File: src/rtl/uart_regif_pkg.sv
package uart_regif_pkg;
  localparam int A_DATA  = 0;
  localparam int A_FLAGS = 1;
  localparam int A_ERR   = 2;
  localparam int A_LINE  = 3;
  localparam int A_CTRL  = 4;

  localparam int CHAR_W = 8;
  localparam int ERR_W  = 4;
  localparam int RXE_W  = CHAR_W + ERR_W;

  typedef struct packed {
    logic rts;
    logic rx_en;
    logic tx_en;
    logic en;
  } ctrl_t;

  typedef struct packed {
    logic       fifo_en;
    logic [1:0] wlen;
  } line_t;
endpackage

File: src/rtl/uart_fifo.sv
module uart_fifo #(
  parameter int W     = 8,
  parameter int DEPTH = 16
) (
  input  logic         clk,
  input  logic         rst,
  input  logic         single,
  input  logic         push,
  input  logic [W-1:0] din,
  input  logic         pop,
  output logic [W-1:0] dout,
  output logic         full,
  output logic         empty
);
  localparam int PW = $clog2(DEPTH);
  localparam int CW = PW + 1;

  logic [W-1:0]  mem [DEPTH];
  logic [PW-1:0] wp, rp;
  logic [CW-1:0] cnt;
  logic          do_push, do_pop;

  assign empty   = (cnt == '0);
  assign full    = single ? (cnt != '0) : (cnt == CW'(DEPTH));
  assign do_push = push && !full;
  assign do_pop  = pop && !empty;
  assign dout    = mem[rp];

  always_ff @(posedge clk) begin
    if (do_push) mem[wp] <= din;
  end

  always_ff @(posedge clk) begin
    if (rst) begin
      wp  <= '0;
      rp  <= '0;
      cnt <= '0;
    end else begin
      if (do_push) wp <= (wp == PW'(DEPTH - 1)) ? '0 : wp + 1'b1;
      if (do_pop)  rp <= (rp == PW'(DEPTH - 1)) ? '0 : rp + 1'b1;
      case ({do_push, do_pop})
        2'b10:   cnt <= cnt + 1'b1;
        2'b01:   cnt <= cnt - 1'b1;
        default: cnt <= cnt;
      endcase
    end
  end
endmodule

File: src/rtl/uart_ctl_regs.sv
module uart_ctl_regs
  import uart_regif_pkg::*;
(
  input  logic       clk,
  input  logic       rst,
  input  logic       wr_ctrl,
  input  logic       wr_line,
  input  logic [3:0] wbits,
  output ctrl_t      ctrl_q,
  output line_t      line_q
);
  always_ff @(posedge clk) begin
    if (rst) begin
      ctrl_q <= '0;
      line_q <= '0;
    end else begin
      if (wr_ctrl) ctrl_q <= ctrl_t'(wbits);
      if (wr_line) line_q <= line_t'(wbits[2:0]);
    end
  end
endmodule

File: src/rtl/uart_regif.sv
module uart_regif
  import uart_regif_pkg::*;
#(
  parameter int ADDR_W   = 3,
  parameter int TX_DEPTH = 16,
  parameter int RX_DEPTH = 16
) (
  input  logic              clk,
  input  logic              rst,
  input  logic              bus_en,
  input  logic              bus_we,
  input  logic [ADDR_W-1:0] bus_addr,
  input  logic [31:0]       bus_wdata,
  output logic [31:0]       bus_rdata,
  output logic              bus_rvalid,
  output logic              tx_valid,
  output logic [7:0]        tx_data,
  input  logic              tx_ready,
  input  logic              tx_shift_busy,
  input  logic              rx_strobe,
  input  logic [7:0]        rx_char,
  input  logic              rx_frame_err,
  input  logic              rx_parity_err,
  input  logic              rx_break,
  output logic              rts,
  output logic [1:0]        line_wlen
);
  ctrl_t            ctrl_q;
  line_t            line_q;
  logic             wr_any, rd_any;
  logic             hit_data, hit_err, hit_line, hit_ctrl, hit_flags;
  logic             tx_push, tx_pop, tx_full, tx_empty;
  logic             rx_acc, rx_push, rx_pop, rx_full, rx_empty, ovr_evt;
  logic             ovr_pend;
  logic [RXE_W-1:0] rx_entry, rx_head;
  logic [ERR_W-1:0] err_sticky, err_evt;
  logic             busy;

  assign wr_any    = bus_en && bus_we;
  assign rd_any    = bus_en && !bus_we;
  assign hit_data  = (bus_addr == ADDR_W'(A_DATA));
  assign hit_flags = (bus_addr == ADDR_W'(A_FLAGS));
  assign hit_err   = (bus_addr == ADDR_W'(A_ERR));
  assign hit_line  = (bus_addr == ADDR_W'(A_LINE));
  assign hit_ctrl  = (bus_addr == ADDR_W'(A_CTRL));

  uart_ctl_regs u_regs (
    .clk     (clk),
    .rst     (rst),
    .wr_ctrl (wr_any && hit_ctrl),
    .wr_line (wr_any && hit_line),
    .wbits   (bus_wdata[3:0]),
    .ctrl_q  (ctrl_q),
    .line_q  (line_q)
  );

  assign rts       = ctrl_q.rts;
  assign line_wlen = line_q.wlen;

  // transmit path
  assign tx_push  = wr_any && hit_data;
  assign tx_valid = !tx_empty && ctrl_q.en && ctrl_q.tx_en;
  assign tx_pop   = tx_valid && tx_ready;

  uart_fifo #(.W(CHAR_W), .DEPTH(TX_DEPTH)) u_txq (
    .clk    (clk),
    .rst    (rst),
    .single (!line_q.fifo_en),
    .push   (tx_push),
    .din    (bus_wdata[CHAR_W-1:0]),
    .pop    (tx_pop),
    .dout   (tx_data),
    .full   (tx_full),
    .empty  (tx_empty)
  );

  assign busy = !tx_empty || tx_shift_busy;

  // receive path
  assign rx_acc   = rx_strobe && ctrl_q.en && ctrl_q.rx_en;
  assign rx_push  = rx_acc && !rx_full;
  assign ovr_evt  = rx_acc && rx_full;
  assign rx_pop   = rd_any && hit_data && !rx_empty;
  assign rx_entry = {ovr_pend, rx_break, rx_parity_err, rx_frame_err, rx_char};

  uart_fifo #(.W(RXE_W), .DEPTH(RX_DEPTH)) u_rxq (
    .clk    (clk),
    .rst    (rst),
    .single (!line_q.fifo_en),
    .push   (rx_push),
    .din    (rx_entry),
    .pop    (rx_pop),
    .dout   (rx_head),
    .full   (rx_full),
    .empty  (rx_empty)
  );

  assign err_evt = {ovr_evt,
                    rx_push && rx_break,
                    rx_push && rx_parity_err,
                    rx_push && rx_frame_err};

  always_ff @(posedge clk) begin
    if (rst) begin
      ovr_pend   <= 1'b0;
      err_sticky <= '0;
    end else begin
      if (ovr_evt)      ovr_pend <= 1'b1;
      else if (rx_push) ovr_pend <= 1'b0;
      if (wr_any && hit_err) err_sticky <= err_evt;
      else                   err_sticky <= err_sticky | err_evt;
    end
  end

  // registered read port
  always_ff @(posedge clk) begin
    if (rst) begin
      bus_rdata  <= '0;
      bus_rvalid <= 1'b0;
    end else begin
      bus_rvalid <= rd_any;
      if (rd_any) begin
        if (hit_data)       bus_rdata <= rx_empty ? '0 : {{(32-RXE_W){1'b0}}, rx_head};
        else if (hit_flags) bus_rdata <= {27'd0, rx_full, busy, tx_empty, rx_empty, tx_full};
        else if (hit_err)   bus_rdata <= {{(32-ERR_W){1'b0}}, err_sticky};
        else if (hit_line)  bus_rdata <= {29'd0, line_q};
        else if (hit_ctrl)  bus_rdata <= {28'd0, ctrl_q};
        else                bus_rdata <= '0;
      end
    end
  end
endmodule

File: config.mk
export PLATFORM = sky130hd
export DESIGN_NAME = uart_regif
export DESIGN_NICKNAME = d
export VERILOG_FILES = /design/src/rtl/uart_regif_pkg.sv /design/src/rtl/uart_fifo.sv /design/src/rtl/uart_ctl_regs.sv /design/src/rtl/uart_regif.sv
export SDC_FILE = /design/constraint.sdc
export NUM_CORES = 1
export LEC_CHECK = 0
export ABC_AREA = 1
export BUFFER_PORTS_ARGS = -buffer_cell sky130_fd_sc_hd__buf_2
export CAP_MARGIN = 20
export CORE_MARGIN = 5
export CORE_UTILIZATION = 52
export DETAILED_ROUTE_END_ITERATION = 12
export HOLD_SLACK_MARGIN = 0.15
export PLACE_DENSITY = 0.67
export SYNTH_ARGS = -nofsm -noshare
export SYNTH_HDL_FRONTEND = slang
export SYNTH_HIERARCHICAL = 1
export SYNTH_SLANG_ARGS = --single-unit
export TNS_END_PERCENT = 30
File: constraint.sdc
create_clock -name clk -period 3.1 [get_ports clk]
set_input_delay 0.775 -clock clk [delete_from_list [all_inputs] [get_ports clk]]
set_output_delay 0.775 -clock clk [all_outputs]
set_load 0.005 [all_outputs]
Word-level counts from Yosys, hierarchy flattened
Memories as Yosys holds them, arrays and structs flattened. A register that Yosys moved wholly into a read port is not among the register bits.
Index checks and enable logic that the tools add are counted.
{"block": "word_totals", "regBits": 71, "mem_bits_rw": 320, "input_bits": 53, "output_inout_bits": 45, "elab_cells": 102, "memories": 2}
{"block": "classes", "addsub": 8, "n_eq_ne": 14, "mux": 25, "bitwise_logic": 1, "n_reduce_logical": 36}
{"name": "u_rxq.mem", "words": 16, "width": 12, "read_ports": 1, "rd_clocked_by_memory_dff": 1, "write_ports": 1, "line_no": "uart_fifo.sv:18", "text": "logic [W-1:0] mem [DEPTH];"}
{"name": "u_txq.mem", "words": 16, "width": 8, "read_ports": 1, "rd_clocked_by_memory_dff": 1, "write_ports": 1, "line_no": "uart_fifo.sv:18"}
{"op": "4-bit two-way mux", "count": 12}
{"op": "12-bit two-way mux", "count": 2}
{"op": "1-bit logical AND", "count": 22}
{"op": "5-bit one-hot mux with 2 select lines", "count": 2}
{"op": "4-bit by 1-bit adder with 4-bit output (second input constant)", "count": 4}
{"op": "4-bit equality test (second input constant)", "count": 4}
{"op": "5-bit by 1-bit adder with 5-bit output (second input constant)", "count": 2}
{"op": "5-bit equality test (second input constant)", "count": 2}
{"op": "5-bit logical NOT", "count": 2}
{"op": "5-bit nonzero test", "count": 2}
{"op": "5-bit by 1-bit subtractor with 5-bit output (second input constant)", "count": 2}
{"op": "1-bit two-way mux", "count": 8}
{"op": "3-bit by 2-bit equality test with 1-bit output (second input constant)", "count": 2}
{"op": "2-bit nonzero test", "count": 3}
{"op": "1-bit logical NOT", "count": 5}
{"op": "5-bit two-way mux", "count": 1}
{"op": "2-bit by 1-bit equality test with 1-bit output (second input constant)", "count": 2}
{"op": "2-bit equality test (second input constant)", "count": 2}
{"op": "4-bit bitwise OR", "count": 1}
{"op": "3-bit by 1-bit equality test with 1-bit output (second input constant)", "count": 1}
{"op": "3-bit equality test (second input constant)", "count": 1}
{"op": "3-bit logical NOT", "count": 1}
{"op": "1-bit logical OR", "count": 1}

Logic depth before layout (Yosys ltp)
Gate-level depths: netlist (run 1).
{"block": "logic_depth", "depth_word": 8, "mapped_depth": 21, "depth_no_buf": 21}

Cells and area by module
The synthesis (run 1) kept the hierarchy.
{"module": "uart_fifo (u_rxq)", "instances": 1, "cells_each": 760, "area_each_um2": 8928.6, "seq_area_each_um2": 6105.9}
{"module": "uart_fifo (u_txq)", "instances": 1, "cells_each": 561, "area_each_um2": 6274.8, "seq_area_each_um2": 4184.0}
{"module": "uart_regif", "instances": 1, "cells_each": 164, "area_each_um2": 1088.5, "seq_area_each_um2": 360.3}
{"module": "uart_ctl_regs", "instances": 1, "cells_each": 41, "area_each_um2": 277.8, "seq_area_each_um2": 140.1}

Least setup slack after synthesis (run 1)
No wires, ideal clock.
{"block": "synth_path", "kind": "input to register", "from": "input port bus_addr[1]", "to": "register u_rxq.cnt[2]", "setup_ps": 115, "arrival_time_ps": 2530, "t_required_ps": 2985, "path_slack_ps": 455, "cell_stages": 16, "n_path_buf": 1, "cell_sequence": "buf_6 > nor2_4 > nand3_2 > nor2_4 > nand2_1 > inv_1 > ha_1 > inv_1 > nand2_1 > nand2_1 > ha_1 > inv_1 > nand2_1 > xor2_1 > o21ai_0 > inv_1"}
{"block": "synth_via", "elab_chain_cells": 6, "word_cells_on_any_way": 8, "classes_between": "eq/ne (2); mux (1); reduce/logical (5)"}
{"element": "start, declared", "line_no": "uart_regif.sv:12", "text": "input logic [ADDR_W-1:0] bus_addr,"}
{"element": "3-bit logical NOT (*)", "line_no": "uart_regif.sv:41", "text": "assign hit_data = (bus_addr == ADDR_W'(A_DATA));"}
{"element": "1-bit logical AND (*) (2 in series)", "line_no": "uart_regif.sv:83", "text": "assign rx_pop = rd_any && hit_data && !rx_empty;"}
{"element": "net rx_pop", "line_no": "uart_regif.sv:33", "text": "logic rx_acc, rx_push, rx_pop, rx_full, rx_empty, ovr_evt;"}
{"element": "1-bit logical AND (*)", "line_no": "uart_fifo.sv:26", "text": "assign do_pop = pop && !empty;"}
{"element": "2-bit by 1-bit equality test with 1-bit output / 2-bit equality test (equally long branches)", "line_no": "uart_fifo.sv:41", "text": "case ({do_push, do_pop})"}
{"element": "5-bit one-hot mux with 2 select lines / 2-bit nonzero test (equally long branches)"}
{"element": "end signal, assigned", "line_no": "uart_fifo.sv:42", "text": "2'b10: cnt <= cnt + 1'b1;"}
{"element": "end signal, assigned", "line_no": "uart_fifo.sv:43", "text": "2'b01: cnt <= cnt - 1'b1;"}
{"element": "end signal, assigned", "line_no": "uart_fifo.sv:44", "text": "default: cnt <= cnt;"}
{"element": "end, declared", "line_no": "uart_fifo.sv:20", "text": "logic [CW-1:0] cnt;"}
The timed path passes the listed nets; every way through them passes the cells marked *.
A chain may end at the register's enable or synchronous reset.

==> results of run 1 <==
==> kinds of logic after synthesis <==
kind of cell | count (synthesis) | synth area share
AOI/OAI and AO/OA | 289 | 0.108
xor gates and xnor gates | 12 | 0.00634
adders and majority gates | 16 | 0.0121
buffers and inverters | 322 | 0.0880
DFF | 379 | 0.651
other | 1 | 0.000226
and+or+nand+nor | 507 | 0.134
==> through the flow <==
step / instance area [µm²] / hold slack (ns) / total power [µW]
finish: 18600 / 0.465 / 10200
global route: 18600 / 0.484 / 10500
CTS: 18600 / 0.465 / 10300
detailed placement: 17400 / 0.457 / 5810
global placement: 17400 / 0.452 / 5810
floorplan: 16600 / 0.441 / 5720
==> flip-flops by register name, indices dropped and copies added, names as in the netlist, 4 cells and up, named ones only <==
name / count
u_regs/ctrl_q: 4
u_txq/mem: 128
bus_rdata: 12
err_sticky: 4
u_rxq/mem: 192
u_txq/wp: 4
u_rxq/cnt: 5
u_txq/rp: 4
u_rxq/rp: 4
u_rxq/wp: 4
u_txq/cnt: 5
==> final cells by class <==
class	count	area share
tap	402	0.0270
inverter	228	0.0460
timing repair buffer	116	0.0437
sequential	379	0.581
clock inverter	12	0.00707
multi-input combinational	844	0.236
clock buffer	55	0.0590
==> power groups by stage <==
stage	clock network, µW	logic, µW	registers (µW)
after global routing	4830	196	5520
after detailed placement	0	175	5630
final	4490	175	5530
after floorplan	0	83.2	5640
after CTS	4580	176	5530
after global placement	0	171	5630
==> worst paths after layout <==
path	start	endpoint	cells after the start
hold / removal	bus_rdata[8]	bus_rdata[8]	2
setup reg to reg	u_rxq/cnt[0]	u_rxq/cnt[4]	21
setup / recovery	register	tx_data[0]	7
hold reg to reg	bus_rdata[8]	bus_rdata[8]	2
==> worst register-to-register path: stages (launching register included) <==
cell and delay, ns:
sky130_fd_sc_hd__dfxtp_1 0.39, sky130_fd_sc_hd__inv_1 0.10, sky130_fd_sc_hd__nand4_1 0.15, sky130_fd_sc_hd__inv_1 0.08
sky130_fd_sc_hd__inv_1 0.11, sky130_fd_sc_hd__nand3_2 0.10, sky130_fd_sc_hd__nor2_4 0.09, sky130_fd_sc_hd__nand2_1 0.13
sky130_fd_sc_hd__inv_1 0.20, sky130_fd_sc_hd__ha_1 0.27, sky130_fd_sc_hd__inv_1 0.09, sky130_fd_sc_hd__nand2_1 0.06
sky130_fd_sc_hd__nand2_1 0.07, sky130_fd_sc_hd__ha_1 0.18, sky130_fd_sc_hd__inv_1 0.05, sky130_fd_sc_hd__nand2_1 0.07
sky130_fd_sc_hd__nand3_1 0.11, sky130_fd_sc_hd__nand2_1 0.06, sky130_fd_sc_hd__nand2_1 0.06, sky130_fd_sc_hd__nand3_1 0.06
sky130_fd_sc_hd__nand2_1 0.06, sky130_fd_sc_hd__inv_1 0.03
==> cells in the final DEF (no fill, tap or decap), drive strengths merged <==
cell type / Yosys / final
nand2: 250 / 250
nand4: 9 / 9
nand3: 157 / 157
nor3b: 1 / 1
xor2: 8 / 8
clkbuf: 23 / 55
clkinv: 0 / 8
nor4: 1 / 1
inv: 228 / 229
nor2: 85 / 85
edfxtp: 320 / 320
o211ai: 80 / 80
o21ai: 92 / 92
clkinvlp: 0 / 1
a211oi: 1 / 1
ha: 16 / 16
xnor2: 4 / 4
a21oi: 115 / 115
dfxtp: 59 / 59
buf: 71 / 116
a21boi: 1 / 1
conb: 1 / 20
nand3b: 2 / 2
nor3: 2 / 2
bufinv: 0 / 2
==> per-layer routing <==
| layer | part of all wire | wire, µm |
|---|---|---|
| met2 | 0.45 | 16100 |
| met4 | 0.027 | 985 |
| met1 | 0.46 | 16500 |
| met5 | 0 | 0 |
| met3 | 0.063 | 2240 |
==> summary.txt, run 1 <==
Layout
  – Footprint of the flip-flops and latches: 10800 µm²
  – Area taken by multi-input logic gates: 4390 µm²
  – Growth of design area from synthesis to finish: 12.2%
  – Share of final-layout standard cells stronger than drive strength 1: 0.138
  – Post-route non-filler standard cell count: 2036
  – Final layout net count: 1677
  – Layout Utilization: 0.591
  – ANT cells: 0
  – Fillcell total: 2526

Die
  – Overall die area: 35500 µm²
  – Row count: 65
  – Standard cell core area: 31500 µm²
  – Number of top-level pins: 98
  – Die height: 189 µm
  – Initial cell density of the core: 0.526
  – Die extent in x: 189 µm

Place
  – Number of instances in the placed design: 1969
  – Count of buffers inserted at the top-level ports: 53
  – Worst-case setup slack after placement: 0.238 ns
  – DP Wirelength: 22.8 mm
  – Final RePlAce weighted congestion: 0.813

GRT
  – Global route hottest layer: met2
  – Aggregate global-route resource usage: 0.199
  – Largest net degree at the start of global routing: 61
  – Antenna violations before repair: 0
  – Routing usage on met2: 0.308
  – Global-route wire length before repair: 55.9 mm
  – Vias in the first global route: 10200
  – GRT Residual Overflow: 0
  – Global-route track usage on met3: 0.0295
  – Global-route met1 utilization: 0.295

Clock network
  – Post-CTS setup repair buffer count: 0
  – Cts-stage hold buffer count: 0
  – CTS sink cnt: 379
  – Cell chosen for the clock root: sky130_fd_sc_hd__clkbuf_16
  – H-tree depth reported by CTS: 2
  – Maximum number of buffers from clock root to sink: 3
  – Insertion delay of the later-clocked pin in the worst-skew pair: 0.53 ns
  – TritonCTS clock tree: done
  – Number of instances resized during post-cts repair: 0
  – Number of buffers created by CTS: 39
  – Clock-pin slew reported for the worst setup and hold paths after clock tree synthesis: 0.06 ns

Synthesis
  – Flops & latches, synth: 379
  – Top cells by count, synth: 320 x sky130_fd_sc_hd__edfxtp_1, 244 x sky130_fd_sc_hd__nand2_1, 223 x sky130_fd_sc_hd__inv_1
  – Top cells by area, synth: sky130_fd_sc_hd__edfxtp_1 58%, sky130_fd_sc_hd__dfxtp_1 7.1%, sky130_fd_sc_hd__nand2_1 5.5%
  – Number of warnings issued by yosys: 6
  – Fraction of synthesis flops using an asynchronous set or reset pin: 0
  – Share of Yosys cell area claimed by the top area cell type: 0.580
  – Prevailing post-synth register cell: sky130_fd_sc_hd__edfxtp_1
  – Average cell area after synthesis: 10.9 µm²
  – Unique cell type count in the Yosys netlist: 36
  – Summed instance area of the synthesized netlist: 16600 µm²
  – Cell with the most instances after synthesis: sky130_fd_sc_hd__edfxtp_1
  – Synthesized instance count: 1526
  – Area leader, netlist: sky130_fd_sc_hd__edfxtp_1
  – Sequential fraction of the synthesis area: 0.651
  – Count of flip-flops with a built-in enable after synthesis: 320

Timing
  – Crit path time final: 2.89 ns
  – Max_slew headroom: 0.481
  – Final Hold Violating Endpoints: 0
  – Minimum setup slack in the final design: 0.205 ns
  – Layout Skew: 0.0188 ns
  – Share of the clock period used by the worst path: 0.934
  – RSZ-0062 raised after global routing: no
  – Setup tns final: 0 ns
  – Slew @ Worst Pin: 0.779 ns
  – Timing-limited maximum frequency: 345 MHz
  – Setup-violating endpoint count in the final report: 0
  – Max-slew violations: 0

Power and ir drop
  – Design internal power: 8190 µW
  – Leak Pwr: 0.00695 µW
  – Switching part of the total: 0.196
  – Sequential share of power: 0.542
  – Clock power share: 0.441
  – Ratio of total power to cell area: 548 nW/µm²
  – Switching power of the nets: 2000 µW
  – Combinational share of power: 0.017
  – Peak ir drop on the vdd network: 448 µV

Critical path
  – Worst endpoint required time: 2.32 ns
  – Type of origin of the critical path: register
  – Worst setup slack for register-to-register paths: 0.51 ns
  – Arrival time of data at the critical path endpoint: 2.12 ns
  – Cell type of the slowest stage on the worst timing path: sky130_fd_sc_hd__dfxtp_4
  – Maximum net fanout on the critical path: 43
  – Type of destination of the critical path: primary output
  – Buffer and inverter count on the worst path: 2
  – CP max stage delay: 0.63 ns
  – Crit path kind: reg -> out
  – Cell family with most CP delay: flip-flops
  – CP Cell Sequence: buf_4 -> nand2_1 -> o211ai_1 -> nand3_1 -> nand3_1 -> nand2_1 -> buf_2

Route
  – Routed wire per std cell: 17.6 µm
  – # DRC: 0
  – Vias/cell: 5.33
  – Vias after detailed routing: 10800
  – Final ANT Viol Nets: 0
  – Router iterations before antenna repair: 5
  – Aggregate routed wire length: 35.8 mm
  – Starting DRC count in detailed routing: 911

Job
  – Max-cap viol count: 0

Min path
  – Min-delay worst type: reg -> reg

Outcome
  – Status: complete, no violations
Power figures use the tool's default switching activity.
==> inputs of run 2 (changes only) <==
--- a/config.mk
+++ b/config.mk
@@ -8,11 +8,13 @@
 export ABC_AREA = 1
 export BUFFER_PORTS_ARGS = -buffer_cell sky130_fd_sc_hd__buf_2
 export CAP_MARGIN = 20
+export CELL_PAD_IN_SITES_DETAIL_PLACEMENT = 1
+export CELL_PAD_IN_SITES_GLOBAL_PLACEMENT = 1
 export CORE_MARGIN = 5
-export CORE_UTILIZATION = 52
+export CORE_UTILIZATION = 49
 export DETAILED_ROUTE_END_ITERATION = 12
 export HOLD_SLACK_MARGIN = 0.15
-export PLACE_DENSITY = 0.67
+export PLACE_DENSITY = 0.77
 export SYNTH_ARGS = -nofsm -noshare
 export SYNTH_HDL_FRONTEND = slang
 export SYNTH_HIERARCHICAL = 1
==> run 2 against run 1 <==
  * Sequential share of layout area up 0.13 points
  * Sequential cell count unchanged
  * Maximum frequency rose by 2.9%
  * Combinational power up 3%
  * First-iteration DRC count shrank 5.4%
  * Cell count rose by 1.9%
  * Register-to-register slack got worse by 0.13 ns
  * Utilization shrank 3.6 points
  * Die area up 5.8%
  * Via count rose by 5.0%
  * Highest routed layer is now met5
==> summary.txt, run 2 (synthesized netlist as in run 1, its figures left out) <==
Timing
  – Setup-violating endpoint count in the final report: 0 (unchanged)
  – Share of the clock period used by the worst path: 0.907 (was 0.934)
  – Slew @ Worst Pin: 0.764 ns (was 0.779 ns)
  – Max-slew violations: 0 (unchanged)
  – Final Hold Violating Endpoints: 0 (unchanged)
  – Layout Skew: 0.0204 ns (was 0.0188 ns)
  – Setup tns final: 0 ns (unchanged)
  – Max_slew headroom: 0.490 (was 0.481)
  – Post-route worst hold slack: 0.471 ns (was 0.465 ns)
  – Timing-limited maximum frequency: 356 MHz (was 345 MHz)
  – RSZ-0062 raised after global routing: no (unchanged)
  – Crit path time final: 2.81 ns (was 2.89 ns)

Route
  – Starting DRC count in detailed routing: 862 (was 911)
  – Vias/cell: 5.49 (was 5.33)
  – Final ANT Viol Nets: 0 (unchanged)
  – Router iterations before antenna repair: 5 (unchanged)
  – Routed wire per std cell: 20.8 µm (was 17.6 µm)
  – Vias after detailed routing: 11400 (was 10800)
  – # DRC: 0 (unchanged)
  – Aggregate routed wire length: 43.2 mm (was 35.8 mm)

Die
  – Initial cell density of the core: 0.495 (was 0.526)
  – Standard cell core area: 33400 µm² (was 31500 µm²)
  – Number of top-level pins: 98 (unchanged)
  – Die height: 194 µm (was 189 µm)
  – Overall die area: 37600 µm² (was 35500 µm²)
  – Row count: 67 (was 65)
  – Die extent in x: 194 µm (was 189 µm)

Layout
  – Max FFs per register: 192 (unchanged)
  – Registers with the highest flip-flop counts: u_rxq/mem: 192 flops, u_txq/mem: 128 flops, bus_rdata: 12 flops (unchanged)
  – Commonest non-fill, non-tap cells in the layout: 320 x sky130_fd_sc_hd__edfxtp_1, 244 x sky130_fd_sc_hd__nand2_1, 223 x sky130_fd_sc_hd__inv_1 (unchanged)
  – Fillcell total: 3587 (was 2526)
  – ANT cells: 0 (unchanged)
  – Most flops, register: u_rxq/mem (unchanged)
  – Final layout net count: 1671 (was 1677)
  – Area taken by multi-input logic gates: 4390 µm² (unchanged)
  – Footprint of the flip-flops and latches: 10800 µm² (unchanged)
  – Growth of design area from synthesis to finish: 12.0% (was 12.2%)
  – Layout Utilization: 0.555 (was 0.591)
  – Most frequent standard cell in the layout excluding fill and tap cells: sky130_fd_sc_hd__edfxtp_1 (unchanged)
  – Share of final-layout standard cells stronger than drive strength 1: 0.132 (was 0.138)

GRT
  – Aggregate global-route resource usage: 0.226 (was 0.199)
  – Largest net degree at the start of global routing: 65 (was 61)
  – GRT Residual Overflow: 0 (unchanged)
  – Vias in the first global route: 12000 (was 10200)
  – Antenna violations before repair: 2 (was 0)
  – Global-route wire length before repair: 67.6 mm (was 55.9 mm)

Clock network
  – Cts-stage hold buffer count: 0 (unchanged)
  – Number of instances resized during post-cts repair: 0 (unchanged)
  – TritonCTS clock tree: done (unchanged)
  – CTS sink cnt: 379 (unchanged)
  – Cell chosen for the clock root: sky130_fd_sc_hd__clkbuf_16 (unchanged)
  – Maximum number of buffers from clock root to sink: 3 (unchanged)
  – H-tree depth reported by CTS: 2 (unchanged)
  – Insertion delay of the later-clocked pin in the worst-skew pair: 0.53 ns (about the same)
  – Number of buffers created by CTS: 41 (was 39)
  – Post-CTS setup repair buffer count: 0 (unchanged)
  – Clock-pin slew reported for the worst setup and hold paths after clock tree synthesis: 0.06 ns (about the same)

Power and ir drop
  – Leak Pwr: 0.00689 µW (was 0.00695 µW)
  – Peak ir drop on the vdd network: 449 µV (was 448 µV)
  – Ratio of total power to cell area: 546 nW/µm² (was 548 nW/µm²)

Min path
  – Min-delay worst type: reg -> reg (unchanged)
  – Origin of the worst min-delay path: bus_rdata[5] (was bus_rdata[8])

Critical path
  – Type of destination of the critical path: primary output (unchanged)
  – Launch instance of the worst register-to-register path: u_rxq/cnt[3] (was u_rxq/cnt[0])
  – Type of origin of the critical path: register (unchanged)
  – Crit path kind: reg -> out (unchanged)
  – Worst endpoint required time: 2.32 ns (about the same)
  – Maximum net fanout on the critical path: 60 (was 43)
  – Arrival time of data at the critical path endpoint: 2.04 ns (was 2.12 ns)

Place
  – Count of buffers inserted at the top-level ports: 53 (unchanged)
  – Final RePlAce weighted congestion: 0.808 (was 0.813)
  – DP Wirelength: 28.6 mm (was 22.8 mm)

Job
  – Max-cap viol count: 0 (unchanged)

Outcome
  – Status: complete, no violations (unchanged)
==> run 2: cell types whose count changed in the layout (fill, tap and decap cells not counted), sizes merged <==
cell,before,now
buf,116,108
bufinv,2,1
clkbuf,55,50
clkinv,8,14
clkinvlp,1,0
inv,229,231
==> run 2: worst max-delay path: stages, from the launching register on <==
cell,delay [ns]
sky130_fd_sc_hd__dfxtp_4,0.46
sky130_fd_sc_hd__buf_12,0.29
sky130_fd_sc_hd__nand2_1,0.12
sky130_fd_sc_hd__o211ai_1,0.12
sky130_fd_sc_hd__nand3_1,0.15
sky130_fd_sc_hd__nand3_1,0.15
sky130_fd_sc_hd__nand2_1,0.09
sky130_fd_sc_hd__buf_2,0.13
==> run 2: area by class of cell <==
| class | instances | area share |
|---|---|---|
| clock buffers | 50 | 0.0577 |
| clock inverters | 18 | 0.00647 |
| inverters | 228 | 0.0461 |
| multi-input cells | 844 | 0.237 |
| flip-flops and latches | 379 | 0.582 |
| well taps | 448 | 0.0302 |
| repair buffers | 108 | 0.0406 |
==> run 2: worst paths after layout <==
kind	depth (start not counted)	end	slack, ns
worst max-delay path	7	tx_data[4]	0.29
worst min-delay path	2	bus_rdata[5]	0.47
worst max register to register	21	u_rxq/cnt[4]	0.38
worst min register to register	2	bus_rdata[5]	0.47
==> run 2: through the flow <==
stage	setup WS (ns)	instances	total power, µW	cell area (µm²)
after floorplan	0.455	1545	5720	16600
final	0.288	2075	10100	18600
after global routing	0.0753	2075	10500	18600
after detailed placement	0.205	2007	5810	17400
after CTS	0.270	2075	10200	18600
after global placement	0.270	2007	5810	17400
==> run 2: power breakdown <==
| group | switching (µW) | internal [µW] | total, µW |
|---|---|---|---|
| clock network | 1900 | 2530 | 4420 |
| registers | 7.26 | 5520 | 5530 |
| logic | 144 | 37.7 | 181 |
==> run 2: metal layers <==
metal  vias to the layer above  wire length (µm)  track usage
li1                       5327                 -            -
met1                      5677             18000        0.299
met3                        74              2310       0.0316
met4                         4               991       0.0589
met2                       307             21900        0.397
met5                         -                24            0
